$ cat src/rtl/casc_evt_pkg.sv
package casc_evt_pkg;

   // How a pending word reacts to a bus write aimed at it
   typedef enum logic [1:0] {
      BCLR_NONE = 2'd0,   // bus writes ignored
      BCLR_PROT = 2'd1,   // write-one-to-clear except protected bits
      BCLR_FULL = 2'd2    // write-one-to-clear on every bit
   } bclr_mode_e;

   function automatic bclr_mode_e word_mode(input int w, input int ro_word);
      if (w == 0)
         return BCLR_PROT;
      else if (w == ro_word)
         return BCLR_NONE;
      else
         return BCLR_FULL;
   endfunction

endpackage

$ cat src/rtl/casc_evt_word.sv
module casc_evt_word
   import casc_evt_pkg::*;
#(
   parameter int          WORD_W    = 32,
   parameter int          BIT_W     = 5,
   parameter bclr_mode_e  BCLR_MODE = BCLR_FULL,
   parameter logic [WORD_W-1:0] PROT_MASK = '0
) (
   input  logic              clk,
   input  logic              rst_n,
   input  logic              set_hit,
   input  logic [BIT_W-1:0]  set_bit,
   input  logic              clr_hit,
   input  logic [BIT_W-1:0]  clr_bit,
   input  logic              bus_clr_en,
   input  logic [WORD_W-1:0] bus_clr_data,
   input  logic [WORD_W-1:0] sum_set,
   input  logic [WORD_W-1:0] sum_clr,
   output logic [WORD_W-1:0] pend_q,
   output logic              drained
);

   localparam logic [WORD_W-1:0] ONE = {{(WORD_W-1){1'b0}}, 1'b1};

   logic [WORD_W-1:0] set_vec;
   logic [WORD_W-1:0] clr_vec;
   logic [WORD_W-1:0] bus_vec;
   logic              bus_act;
   logic [WORD_W-1:0] pend_d;

   always_comb begin
      set_vec = set_hit ? ((ONE << set_bit) & ~PROT_MASK) : '0;
      clr_vec = clr_hit ? ((ONE << clr_bit) & ~PROT_MASK) : '0;
   end

   generate
      if (BCLR_MODE == BCLR_NONE) begin : g_bus_ro
         assign bus_vec = '0;
         assign bus_act = 1'b0;
      end else if (BCLR_MODE == BCLR_PROT) begin : g_bus_prot
         assign bus_vec = bus_clr_en ? (bus_clr_data & ~PROT_MASK) : '0;
         assign bus_act = bus_clr_en;
      end else begin : g_bus_full
         assign bus_vec = bus_clr_en ? bus_clr_data : '0;
         assign bus_act = bus_clr_en;
      end
   endgenerate

   // Set sources are OR-ed last so they win over every clear source
   always_comb begin
      pend_d  = (pend_q & ~clr_vec & ~bus_vec & ~sum_clr) | set_vec | sum_set;
      drained = (clr_hit | bus_act) & (pend_d == '0);
   end

   always_ff @(posedge clk or negedge rst_n) begin
      if (!rst_n)
         pend_q <= '0;
      else
         pend_q <= pend_d;
   end

endmodule

$ cat src/rtl/casc_evt_lvl.sv
module casc_evt_lvl #(
   parameter int WORD_W    = 32,
   parameter int NUM_WORDS = 3
) (
   input  logic                          clk,
   input  logic                          rst_n,
   input  logic [NUM_WORDS-1:0]          wr_en,
   input  logic [WORD_W-1:0]             wdata,
   input  logic [NUM_WORDS*WORD_W-1:0]   pend_flat,
   output logic [NUM_WORDS*WORD_W-1:0]   mask_flat,
   output logic                          irq_q
);

   logic [NUM_WORDS-1:0] word_hit;

   generate
      for (genvar w = 0; w < NUM_WORDS; w++) begin : g_mask
         always_ff @(posedge clk or negedge rst_n) begin
            if (!rst_n)
               mask_flat[w*WORD_W +: WORD_W] <= '0;
            else if (wr_en[w])
               mask_flat[w*WORD_W +: WORD_W] <= wdata;
         end
         assign word_hit[w] = |(pend_flat[w*WORD_W +: WORD_W] &
                                mask_flat[w*WORD_W +: WORD_W]);
      end
   endgenerate

   always_ff @(posedge clk or negedge rst_n) begin
      if (!rst_n)
         irq_q <= 1'b0;
      else
         irq_q <= |word_hit;
   end

endmodule

$ cat src/rtl/casc_evt_regbus.sv
module casc_evt_regbus #(
   parameter int WORD_W    = 32,
   parameter int NUM_WORDS = 3,
   parameter int NUM_LVL   = 3,
   parameter int ADDR_W    = 4
) (
   input  logic                                bus_wr,
   input  logic [ADDR_W-1:0]                   bus_addr,
   input  logic [NUM_WORDS*WORD_W-1:0]         pend_flat,
   input  logic [NUM_LVL*NUM_WORDS*WORD_W-1:0] mask_flat,
   output logic [NUM_WORDS-1:0]                pend_clr_en,
   output logic [NUM_LVL*NUM_WORDS-1:0]        mask_wr_en,
   output logic [WORD_W-1:0]                   bus_rdata
);

   localparam int RGN_W = ADDR_W - 2;

   logic [RGN_W-1:0] region;
   logic [1:0]       slot;
   logic             slot_ok;

   assign region  = bus_addr[ADDR_W-1:2];
   assign slot    = bus_addr[1:0];
   assign slot_ok = int'(slot) < NUM_WORDS;

   generate
      for (genvar w = 0; w < NUM_WORDS; w++) begin : g_pdec
         assign pend_clr_en[w] = bus_wr && (region == '0) && (int'(slot) == w);
      end
      for (genvar l = 0; l < NUM_LVL; l++) begin : g_ldec
         for (genvar w = 0; w < NUM_WORDS; w++) begin : g_wdec
            assign mask_wr_en[l*NUM_WORDS+w] =
               bus_wr && (int'(region) == l + 1) && (int'(slot) == w);
         end
      end
   endgenerate

   always_comb begin
      bus_rdata = '0;
      if (slot_ok) begin
         if (region == '0)
            bus_rdata = pend_flat[int'(slot)*WORD_W +: WORD_W];
         else if (int'(region) <= NUM_LVL)
            bus_rdata = mask_flat[((int'(region)-1)*NUM_WORDS + int'(slot))*WORD_W +: WORD_W];
      end
   end

endmodule

$ cat src/rtl/casc_evt_intc.sv
module casc_evt_intc
   import casc_evt_pkg::*;
#(
   parameter int WORD_W    = 32,
   parameter int NUM_WORDS = 3,
   parameter int NUM_LVL   = 3,
   parameter int EVT_W     = 7,
   parameter int ADDR_W    = 4,
   parameter int RO_WORD   = 1
) (
   input  logic              clk,
   input  logic              rst_n,
   input  logic              evt_set_vld,
   input  logic [EVT_W-1:0]  evt_set_num,
   input  logic              evt_clr_vld,
   input  logic [EVT_W-1:0]  evt_clr_num,
   input  logic              bus_wr,
   input  logic [ADDR_W-1:0] bus_addr,
   input  logic [WORD_W-1:0] bus_wdata,
   output logic [WORD_W-1:0] bus_rdata,
   output logic [NUM_LVL-1:0] irq_o
);

   localparam int BIT_W  = $clog2(WORD_W);
   localparam int WSEL_W = EVT_W - BIT_W;
   localparam int SUM_LO = WORD_W - NUM_WORDS + 1;
   localparam logic [WORD_W-1:0] SUM_MASK =
      {{(NUM_WORDS-1){1'b1}}, {SUM_LO{1'b0}}};

   // Elaboration-time configuration checks
   generate
      if (WORD_W != (1 << BIT_W)) begin : g_bad_word
         $error("WORD_W must be a power of two");
      end
      if (NUM_WORDS < 2 || NUM_WORDS > 4) begin : g_bad_words
         $error("NUM_WORDS must be 2..4");
      end
      if (NUM_WORDS > (1 << WSEL_W)) begin : g_bad_evt
         $error("EVT_W too narrow for NUM_WORDS");
      end
      if (NUM_LVL + 1 > (1 << (ADDR_W - 2))) begin : g_bad_addr
         $error("ADDR_W too narrow for NUM_LVL");
      end
      if (RO_WORD < 1 || RO_WORD >= NUM_WORDS) begin : g_bad_ro
         $error("RO_WORD must name a word other than 0");
      end
   endgenerate

   logic [NUM_WORDS-1:0]                set_hit;
   logic [NUM_WORDS-1:0]                clr_hit;
   logic [NUM_WORDS-1:0]                drained;
   logic [NUM_WORDS-1:0]                pend_clr_en;
   logic [NUM_LVL*NUM_WORDS-1:0]        mask_wr_en;
   logic [NUM_WORDS*WORD_W-1:0]         pend_flat;
   logic [NUM_LVL*NUM_WORDS*WORD_W-1:0] mask_flat;
   logic [WORD_W-1:0]                   sum_set;
   logic [WORD_W-1:0]                   sum_clr;

   // Summary flags in word 0: set with any event of their word,
   // dropped when a clear leaves that word empty
   always_comb begin
      sum_set = '0;
      sum_clr = '0;
      for (int k = 1; k < NUM_WORDS; k++) begin
         sum_set[SUM_LO+k-1] = set_hit[k];
         sum_clr[SUM_LO+k-1] = drained[k];
      end
   end

   generate
      for (genvar w = 0; w < NUM_WORDS; w++) begin : g_word
         localparam bclr_mode_e MODE = word_mode(w, RO_WORD);
         localparam logic [WORD_W-1:0] PROT = (w == 0) ? SUM_MASK : '0;

         assign set_hit[w] = evt_set_vld &&
                             (evt_set_num[EVT_W-1:BIT_W] == WSEL_W'(w));
         assign clr_hit[w] = evt_clr_vld &&
                             (evt_clr_num[EVT_W-1:BIT_W] == WSEL_W'(w));

         casc_evt_word #(
            .WORD_W    (WORD_W),
            .BIT_W     (BIT_W),
            .BCLR_MODE (MODE),
            .PROT_MASK (PROT)
         ) word_i (
            .clk          (clk),
            .rst_n        (rst_n),
            .set_hit      (set_hit[w]),
            .set_bit      (evt_set_num[BIT_W-1:0]),
            .clr_hit      (clr_hit[w]),
            .clr_bit      (evt_clr_num[BIT_W-1:0]),
            .bus_clr_en   (pend_clr_en[w]),
            .bus_clr_data (bus_wdata),
            .sum_set      ((w == 0) ? sum_set : '0),
            .sum_clr      ((w == 0) ? sum_clr : '0),
            .pend_q       (pend_flat[w*WORD_W +: WORD_W]),
            .drained      (drained[w])
         );
      end

      for (genvar l = 0; l < NUM_LVL; l++) begin : g_lvl
         casc_evt_lvl #(
            .WORD_W    (WORD_W),
            .NUM_WORDS (NUM_WORDS)
         ) lvl_i (
            .clk       (clk),
            .rst_n     (rst_n),
            .wr_en     (mask_wr_en[l*NUM_WORDS +: NUM_WORDS]),
            .wdata     (bus_wdata),
            .pend_flat (pend_flat),
            .mask_flat (mask_flat[l*NUM_WORDS*WORD_W +: NUM_WORDS*WORD_W]),
            .irq_q     (irq_o[l])
         );
      end
   endgenerate

   casc_evt_regbus #(
      .WORD_W    (WORD_W),
      .NUM_WORDS (NUM_WORDS),
      .NUM_LVL   (NUM_LVL),
      .ADDR_W    (ADDR_W)
   ) regbus_i (
      .bus_wr      (bus_wr),
      .bus_addr    (bus_addr),
      .pend_flat   (pend_flat),
      .mask_flat   (mask_flat),
      .pend_clr_en (pend_clr_en),
      .mask_wr_en  (mask_wr_en),
      .bus_rdata   (bus_rdata)
   );

endmodule

$ cat config.mk
export PLATFORM = sky130hd
export DESIGN_NAME = casc_evt_intc
export DESIGN_NICKNAME = d
export VERILOG_FILES = /design/src/rtl/casc_evt_pkg.sv /design/src/rtl/casc_evt_word.sv /design/src/rtl/casc_evt_lvl.sv /design/src/rtl/casc_evt_regbus.sv /design/src/rtl/casc_evt_intc.sv
export SDC_FILE = /design/constraint.sdc
export NUM_CORES = 1
export LEC_CHECK = 0
export ABC_AREA = 0
export BUFFER_PORTS_ARGS = -buffer_cell sky130_fd_sc_hd__buf_2
export CAP_MARGIN = 20
export CORE_ASPECT_RATIO = 0.75
export CORE_UTILIZATION = 35
export CTS_CLUSTER_DIAMETER = 60
export DETAILED_ROUTE_END_ITERATION = 6
export GPL_TIMING_DRIVEN = 0
export PLACE_DENSITY = 0.51
export SYNTH_ARGS = -nofsm -noshare
export SYNTH_HDL_FRONTEND = slang
export SYNTH_HIERARCHICAL = 1
export SYNTH_SLANG_ARGS = --single-unit
$ cat constraint.sdc
create_clock -name clk -period 4.57 [get_ports clk]
set_input_delay 0.457 -clock clk [delete_from_list [all_inputs] [get_ports clk]]
set_output_delay 0.457 -clock clk [all_outputs]
set_load 0.05 [all_outputs]
Yosys cells after proc, flatten, opt, wreduce, memory -nomap -nowiden
Index checks and enable logic that the tools add are counted.
{ "classes": {"n_addsub": 2, "n_mul": 1, "n_lt_le_gt_ge": 1, "n_eq_ne": 9, "shift": 4, "muxes": 10, "bitwise_logic": 28, "n_reduce_logical": 30} }
{ "ops": {"columns": ["cell", "n"], "rows": [
  ["$and A32 B32 Y32", 15],
  ["$reduce_or A96 Y1", 3],
  ["$shiftx A288 B32 Y32", 1],
  ["$mux W32", 7],
  ["$not A32 Y32", 6],
  ["$or A32 B32 Y32", 4],
  ["$shiftx A96 B8 Y32", 1],
  ["$mux W30", 3],
  ["$logic_not A32 Y1", 2],
  ["$shl A1 B5 Y32 const A", 2],
  ["$mul A32 B3 Y27 const B", 1],
  ["$add A27 B3 Y27", 1],
  ["$logic_and A1 B1 Y1", 21],
  ["$eq A2 B2 Y1 const B", 6],
  ["$logic_not A2 Y1", 4],
  ["$eq A2 B1 Y1 const B", 3],
  ["$sub A2 B1 Y3 const B", 1],
  ["$and A1 B1 Y1", 2],
  ["$lt A2 B2 Y1 const B", 1],
  ["$or A1 B1 Y1", 1]
]} }
{ "totals": {"reg_bits": 387, "in_bits": 55, "output_inout_bits": 35, "word_cells": 100} }

Logic depth before layout (Yosys ltp)
{ "logic_depth": {"depth_word": 13, "depth_mapped": 15, "ltp_nobuf": 11} }

Hierarchy
Netlist, hierarchy kept.
{ "by_module_without_submodules": {"columns": ["mod", "instances", "cells_each", "area_per_inst_um2", "seq_area_each_um2"], "rows": [
  ["casc_evt_lvl", 3, 267, 4061.4, 2427.3],
  ["casc_evt_regbus", 1, 410, 3653.5, 0.0],
  ["casc_evt_word at g_word[0].word_i", 1, 210, 2102.0, 800.8],
  ["casc_evt_word at g_word[2].word_i", 1, 178, 1911.8, 800.8],
  ["casc_evt_word at g_word[1].word_i", 1, 198, 1779.2, 800.8],
  ["casc_evt_intc", 1, 7, 63.8, 0.0]
]} }

Least setup slack after synthesis
Ideal clock, no wire load.
{ "synth_timing": {"path_kind": "input port to output port", "start": "input bus_addr[2]", "end": "output bus_rdata[30]", "arrival_ns": 3.880, "setup_slack_ns": 0.233, "path_stages": 11, "n_path_buf": 1, "path_cell_list": "inv_1 ha_1 xor2_1 ha_1 ha_1 inv_1 fa_1 xor2_2 buf_2 a21oi_1 o32ai_1"} }
{ "synth_between": {"elab_chain_cells": 6} }
{ "synth_lines": {"columns": ["item", "line", "text"], "rows": [
  ["from (decl)", "casc_evt_intc.sv:18", "input logic [ADDR_W-1:0] bus_addr,"],
  ["$sub A2 B1 Y3", "casc_evt_regbus.sv:44", "bus_rdata = mask_flat[((int'(region)-1)*NUM_WORDS + int'(slot))*WORD_W +: WORD_W];"],
  ["$mul A32 B3 Y27", "casc_evt_regbus.sv:44", null],
  ["$add A27 B3 Y27", "casc_evt_regbus.sv:44", null],
  ["$shiftx A288 B32 Y32", "casc_evt_regbus.sv:44", null],
  ["$mux W32 *", "casc_evt_regbus.sv:41", "if (region == '0)"],
  ["$mux W32 *", "casc_evt_regbus.sv:40", "if (slot_ok) begin"],
  ["to (decl)", "casc_evt_intc.sv:20", "output logic [WORD_W-1:0] bus_rdata,"]
]} }
Mark *: on every way between the ends. The rest lies on a longest branch, timed or not.

Final worst setup path
{ "layout_timing": {"start": "input bus_addr[2]", "end": "output bus_rdata[13]"} }
Same word-level chain as after synthesis.

==> reports/metrics.yaml <==
critical_path:
  critical-path-top-delay-family: "adder cells"
  crit_chain: "buf_2 > inv_1 > ha_1 > xor2_1 > ha_1 > ha_1 > inv_1 > fa_1 > buf_2 > or2_4 > buf_4 > a21oi_1 > a221o_1 > a21oi_2 > buf_2"
  crit_path_max_fanout: 10
  cp_data_arrival_time_ns: 4.06
  path_buf_inv: 6
  worst_case_register_to_register_setup_slack_ns: 1.85
  worstReg2RegEnd: "g_lvl[2].lvl_i/irq_q"
  timing.critical_path.slowest_stage_cell: "sky130_fd_sc_hd__fa_1"
  crit_required_ns: 4.11
  critPathKind: "input port to primary output"
  r2r_start: "g_word[2].word_i/pend_q[12]"
  critical_path.endpoint_type: "primary output"
  timing.critical_path.from_type: "input port"
  worstRegToRegCells: 4
  worst_path_largest_cell_delay_ns: 0.53
outcome:
  result_of_the_run: "complete, but fails checks"
  violations: "design-rule violations"
final_layout:
  post_route_cells_drive_above_1_share_pct: 29.2
  final_common_cell: "sky130_fd_sc_hd__dfrtp_1"
  fillerInstances: 5847
  mostFrequentLayoutCells: "sky130_fd_sc_hd__dfrtp_1, sky130_fd_sc_hd__mux2_2, sky130_fd_sc_hd__conb_1"
  nNetsFinal: 2175
  flow.area_growth_from_synthesis_pct: 18.0
floorplanning:
  die-width_um: 288
  floorplan.die_area_um2: 62400
  rows: 78
  core-area_um2: 60500
  floorplan.initialDensity_pct: 35.5
  fp.dieH_um: 217
  boundaryPins: 90
global_route:
  grt_start_max_net_pins: 114
  grt_antenna_before_repair: 7
  first_global_vias: 17800
  globalRouteTotalUtil_pct: 36.2
  grt_first_pass_wirelength_um: 154000
  grt_overflow_total: 0
drt:
  detail_route.first_pass.iterations: 7
  route.vias.total: 19000
  drt-vias-per-instance: 6.46
  dr.first_iter.drc_count: 3200
  wire_per_inst_um: 38.3
  drc_errors: 12
  route.final.wire_length_um: 113000
  post_route_ant_nets: 0
place:
  port-buffer-count: 89
  place.detailed.hpwl_um: 86700
  place.gp.congestion: 1.04
synth:
  yosys_warnings: 6
  synthesis.area_um2: 21500
  syn_inst: 1781
  syn_area_per_cell_um2: 12.1
power:
  totalPowerFinal_uw: 12200
  combPwrFrac_pct: 26.0
  internal_power_uw: 7660
  power.net_switching_uw: 4520
  power_frac_clock_pct: 31.3
  power.leakage_uw: 0.0108
  vdd_ir_max_v: 0.000229
  swShare_pct: 37.1
  seq_power_share_pct: 42.7
  powerDensity_nw_per_um2: 481
clocking:
  clkSinkCount: 387
  tritoncts: "built"
  path_clk_slew_ns: 0.06
  cts-buffers-inserted: 46
  cts_root_buf: "sky130_fd_sc_hd__clkbuf_16"
  clkLatencyLatePin_ns: 0.59
  cts_max_path_buffers: 3
  htreeDepth: 2
flow_run:
  drv_cap: 0
worst_hold_path:
  min_path_type: "input port to flop"
  whs_endpoint: "g_lvl[2].lvl_i/mask_flat[79]"
  hold_path.startpoint: "bus_wdata[15]"
  hold_path_depth: 2
sta:
  report.final.hold_viol_count: 0
  clock.fmax_mhz: 221
  timing_worst_slew_pin_value_ns: 1.05
  worst_clock_skew_ns: 0.0175
  post-route-min-period_ns: 4.52
  slew_headroom_pct: 30.3
  period_share_pct: 98.8
  sum_of_negative_setup_slack_ns: 0
  finalMaxSlewViolations: 0
  setup_repair_after_global_routing_missed_its_margin: "no"
  finalSetupViolations: 0
-- worst max-delay path by stage --
stage / from / endpoint / slack (ns) / depth (start not counted)
6_report: bus_addr[2] / bus_rdata[13] / 0.05 / 15
5_1_grt: bus_addr[2] / bus_rdata[19] / 0.01 / 14
4_1_cts: bus_addr[2] / bus_rdata[26] / -0.03 / 14
3_5_place_dp: bus_addr[2] / bus_rdata[13] / -0.51 / 13
3_3_place_gp: rst_n / g_lvl[0].lvl_i/mask_flat[76] / -5.10 / 1
2_1_floorplan: bus_addr[2] / bus_rdata[30] / 0.23 / 11
-- timing repair --
item | 4_1_cts | 5_1_grt
endpoints found under the hold margin | 61 | 0
pin swaps | 1 | 0
endpoints found under the setup margin | 20 | 14
cloned | 0 | 0
setup buffers | 1 | 0
hold buffers | 1 | 0
gates resized for setup | 7 | 21
-- sequential cells by signal, indices dropped and copies added (netlist names) --
signal,cells
g_lvl.lvl_i/irq_q,3
g_word.word_i/pend_q,96
g_lvl.lvl_i/mask_flat,288
-- per-stage QoR --
stage | util (%) | hold WS, ns | cells | setup WS (ns) | cell area [um2]
2_1_floorplan | - | 0.161 | 1968 | 0.233 | 22200
3_3_place_gp | 39.0 | 0.508 | 2857 | -5.10 | 23600
3_5_place_dp | 39.2 | 0.478 | 2863 | -0.512 | 23700
4_1_cts | 41.8 | 0.284 | 2945 | -0.0284 | 25300
5_1_grt | 41.9 | 0.316 | 2944 | 0.0102 | 25300
6_report | 41.9 | 0.307 | 2947 | 0.0536 | 25300
-- power by group through the flow --
stage | Clock [uW] | Combinational (uW) | Sequential [uW]
4_1_cts | 3870 | 3060 | 5120
3_5_place_dp | 0 | 3040 | 5180
2_1_floorplan | 0 | 2090 | 4510
5_1_grt | 4010 | 3280 | 5210
3_3_place_gp | 0 | 2990 | 5170
6_report | 3810 | 3170 | 5200
-- worst register-to-register path: cells and delay by family, from the launching register on --
kind	cells	cell delay, ns
compound gates	1	0.62
flops	1	0.51
simple gates	3	1.38
-- per-layer routing --
layer,up-vias,global-route usage [%],share of wire (%)
met1,9890,53.4,43
li1,7565,-,-
met4,2,12.7,4.1
met2,1361,49.0,39
met5,-,0,0.011
met3,210,11.5,13
-- area by class of cell --
class	count	area, um2	area share (%)
inverters	12	45.0	0.178
repair buffers	97	586	2.31
multi-input cells	1455	11900	47.0
well taps	800	1000	3.95
clock inverters	20	211	0.834
plain buffers	111	594	2.34
clock buffers	62	1310	5.18
diodes	3	7.51	0.0296
flip-flops and latches	387	9680	38.2
Power figures use the tool's default switching activity.
